**src/rtl/booth_pp_pkg.sv**
```systemverilog
package booth_pp_pkg;

  // Decoded controls of one multiplier group
  typedef struct packed {
    logic one;  // pick the multiplicand
    logic two;  // pick the multiplicand shifted left by one
    logic neg;  // +1 owed at the row's least significant bit
    logic inv;  // complement the picked bits
  } booth_ctl_t;

  typedef enum logic [1:0] {
    SEL_ZERO = 2'b00,
    SEL_ONE  = 2'b01,
    SEL_TWO  = 2'b10,
    SEL_BOTH = 2'b11
  } booth_sel_e;

  function automatic booth_sel_e sel_of(booth_ctl_t c);
    return booth_sel_e'({c.two, c.one});
  endfunction

endpackage

```
**src/rtl/booth_operand_extend.sv**
```systemverilog
module booth_operand_extend #(
  parameter int N   = 16,
  parameter int EXT = 2
) (
  input  logic [N-1:0]     op_i,
  input  logic             signed_mode_i,
  output logic [N+EXT-1:0] op_o
);

  logic fill;

  assign fill = signed_mode_i & op_i[N-1];
  assign op_o = {{EXT{fill}}, op_i};

endmodule

```
**src/rtl/booth_recode.sv**
```systemverilog
module booth_recode
  import booth_pp_pkg::*;
(
  input  logic [2:0]  grp_i,
  output booth_ctl_t  ctl_o
);

  always_comb begin
    ctl_o.one = grp_i[1] ^ grp_i[0];
    ctl_o.two = (grp_i == 3'b011) | (grp_i == 3'b100);
    ctl_o.neg = grp_i[2] & ~(grp_i[1] & grp_i[0]);
    ctl_o.inv = grp_i[2];
  end

endmodule

```
**src/rtl/booth_row_select.sv**
```systemverilog
module booth_row_select
  import booth_pp_pkg::*;
#(
  parameter int RW = 18
) (
  input  logic [RW-1:0] a_ext_i,
  input  booth_ctl_t    ctl_i,
  output logic [RW-1:0] row_o
);

  logic [RW-1:0] x;
  booth_sel_e    sel;

  assign x   = a_ext_i ^ {RW{ctl_i.inv}};
  assign sel = sel_of(ctl_i);

  for (genvar j = 0; j < RW; j++) begin : g_bit
    logic lower;
    if (j == 0) begin : g_lsb
      assign lower = ctl_i.inv;
    end else begin : g_mid
      assign lower = x[j-1];
    end

    always_comb begin
      unique case (sel)
        SEL_ONE:  row_o[j] = x[j];
        SEL_TWO:  row_o[j] = lower;
        default:  row_o[j] = 1'b0;
      endcase
    end
  end

endmodule

```
**src/rtl/booth_pp_gen.sv**
```systemverilog
module booth_pp_gen
  import booth_pp_pkg::*;
#(
  parameter int N = 16
) (
  input  logic [N-1:0]               a_i,
  input  logic [N-1:0]               b_i,
  input  logic                       signed_mode_i,
  output logic [(N/2+1)*(N+2)-1:0]   rows_o,
  output logic [N/2:0]               neg_o
);

  localparam int RW = N + 2;
  localparam int NR = N / 2 + 1;

  logic [RW-1:0] a_ext;
  logic [RW-1:0] b_ext;
  logic [RW:0]   b_pad;

  booth_operand_extend #(.N(N), .EXT(2)) u_ext_a (
    .op_i          (a_i),
    .signed_mode_i (signed_mode_i),
    .op_o          (a_ext)
  );

  booth_operand_extend #(.N(N), .EXT(2)) u_ext_b (
    .op_i          (b_i),
    .signed_mode_i (signed_mode_i),
    .op_o          (b_ext)
  );

  assign b_pad = {b_ext, 1'b0};

  for (genvar k = 0; k < NR; k++) begin : g_row
    booth_ctl_t ctl;

    booth_recode u_rec (
      .grp_i (b_pad[2*k +: 3]),
      .ctl_o (ctl)
    );

    booth_row_select #(.RW(RW)) u_sel (
      .a_ext_i (a_ext),
      .ctl_i   (ctl),
      .row_o   (rows_o[k*RW +: RW])
    );

    assign neg_o[k] = ctl.neg;
  end

endmodule

```
**config.mk**
```make
export PLATFORM = sky130hd
export DESIGN_NAME = booth_pp_gen
export DESIGN_NICKNAME = d
export VERILOG_FILES = /design/src/rtl/booth_pp_pkg.sv /design/src/rtl/booth_operand_extend.sv /design/src/rtl/booth_recode.sv /design/src/rtl/booth_row_select.sv /design/src/rtl/booth_pp_gen.sv
export SDC_FILE = /design/constraint.sdc
export NUM_CORES = 1
export LEC_CHECK = 0
export CORE_ASPECT_RATIO = 0.75
export CORE_UTILIZATION = 30
export DETAILED_ROUTE_END_ITERATION = 16
export PLACE_DENSITY = 0.73
export SLEW_MARGIN = 10
export SYNTH_ARGS = -nofsm -noshare
export SYNTH_HDL_FRONTEND = slang
export SYNTH_SLANG_ARGS = --single-unit
```
**constraint.sdc**
```tcl
create_clock -name vclk -period 3.05
set_input_delay 0.61 -clock vclk [all_inputs]
set_output_delay 0.61 -clock vclk [all_outputs]
set_load 0.01 [all_outputs]
```
==> results.ini <==
[run_status]
outcome=finished, final reports clean

[timing]
fmax_mhz=336
hold_violations=0
finalSetupViolCount=0
min_period_over_period_pct=97.6
fin_setup_tns_ns=0
grt_setup_unrepaired=no
finalMaxSlewViolations=0
finalCriticalPeriod_ns=2.98

[routing]
vias=5774
vias_per_cell=5.83
drt_iter0_drc=403
wire_per_inst_um=20.5
drt_wl_total_mm=20.3
drc=0
first_pass_iters=5
postRouteAntennaNets=0

[cells_and_area]
post-route-cell-area_mm2=0.00684
regArea_um2=0
seq_cell_count=0
clkbuf_count=0
area_delta_synth_final_pct=74.6
nets=888
antenna_cells=0
drive_above_1_share_pct=40.2
post-route-util_pct=54.6

[synth]
synth_area_mm2=0.00392
synth_cell_types=31
syn-instance-count=581
yosys.cell_count.top_type=o22ai_1
ys_warn_count=0
yosysTopAreaCell=o22ai_1
synthTopCellsByArea=o22ai_1, a22oi_1, xnor2_1, ha_1, buf_2
synthTopCellsByCount=o22ai_1, a22oi_1, xnor2_1
synth-seq-area-share_pct=0
avgSynthCellArea_um2=6.74
yosys.area.top_type_share_pct=19.8

[worst_setup_path]
cp.required_ns=2.44
crit_arrival_ns=2.37
path_max_fanout=14
startpoint=b_i[7]
cp-end-kind=output port
critPathKind=in2out
crit_path_end=rows_o[82]
cp-start-kind=input pin

[grt]
grt_pass1_wl_mm=30.3
grt_pass1_vias=5234
antenna_found_initial=0
grt_overflow_total=0
track_usage_pct=28.5
grt_max_degree=34

[power_and_ir_drop]
peakVddDrop_uv=115
p_per_area_mw_per_mm2=245
cellLeakagePower_nw=3.05
fin_total_pwr_mw=1.68

[min_path]
worstHoldStart=b_i[13]
hold_class=in2out

[floorplanning]
initial_core_util_pct=31.3
dieArea_mm2=0.0135
die_x_um=134
die_h_um=101
core.rowCount=35
core-area_mm2=0.0125
num_io_pins=204

[placed_design]
post_dp_cell_area_mm2=0.00672
io_buffers=201
dpl.hpwl_mm=14.8
gp_congestion=0.850

[flow_run]
cap_violations=0

[cts]
ctsHoldBuffers=0

[stage by stage]
stage                     setup slack, ns  hold slack (ns)  cells
after floorplan                     0.103             1.31    583
after global placement             -0.699             2.31    983
after detailed placement           -0.763             2.32    983
after CTS                         0.00302             1.89    988
after global routing              0.00228             1.78    991
final                              0.0725             1.75    991
[repair_timing]
action	4_1_cts	5_1_grt
pin swaps	13	1
setup buffers	2	3
gates resized for setup	589	25
setup endpoints to repair	150	61
gates cloned	3	0
[worst min path at each step]
stage          cells after the start  slack, ns           to
2_1_floorplan                      1       1.31    rows_o[0]
3_3_place_gp                       3       2.31     neg_o[0]
3_5_place_dp                       3       2.32     neg_o[0]
4_1_cts                            5       1.89   rows_o[52]
5_1_grt                            4       1.78  rows_o[108]
6_report                           4       1.75  rows_o[108]
[per-layer routing]
| layer | vias up | wire, um | global-route usage (%) |
|---|---|---|---|
| met1 | 2694 | 8600 | 37.7 |
| met5 | - | 0 | 0 |
| met4 | 0 | 427 | 6.29 |
| li1 | 2662 | - | - |
| met3 | 43 | 1910 | 3.87 |
| met2 | 375 | 9330 | 49.0 |
[where the power goes]
part / switching (mW) / internal, mW
clock: 0 / 0
sequential: 0 / 0
combinational: 0.875 / 0.804
total: 0.875 / 0.804
[critical path: stages]
cell and delay (ns):
dlygate4sd2_1 0.24, inv_1 0.08, ha_1 0.19, mux2_4 0.29, ha_4 0.24, or2_4 0.24, buf_12 0.15, o22ai_1 0.15
buf_2 0.17
[cell type report]
cell class | instances | area (um^2)
fill | 1255 | 5680
tap | 166 | 208
timing repair buffer | 329 | 2710
inverter | 50 | 213
multi-input combinational | 446 | 3710
[kinds of logic (layout without fill, tap and decap cells)]
logic type / count (synthesis) / in the layout / synth area share (%)
AO/OA/AOI/OAI: 262 / 262 / 45.4
XOR/XNOR: 72 / 72 / 16.1
adder cells (fa/ha/maj): 28 / 28 / 8.94
buffers and inverters: 137 / 379 / 18.7
multiplexers: 8 / 8 / 2.27
other: 1 / 3 / 0.0957
AND/OR/NAND/NOR: 73 / 73 / 8.50
[placed cells by master, fill, tap and decap left out, types with 24 or more instances in the layout]
cell type | synthesis | routed
clkdlybuf4s50_1 | 0 | 53
buf_4 | 11 | 97
xnor2_1 | 72 | 72
a22oi_1 | 90 | 90
buf_2 | 53 | 115
o22ai_1 | 124 | 92
nand2_1 | 24 | 24
inv_1 | 30 | 27
o22ai_2 | 0 | 29
Note: power is estimated with default switching activity, not from simulation.
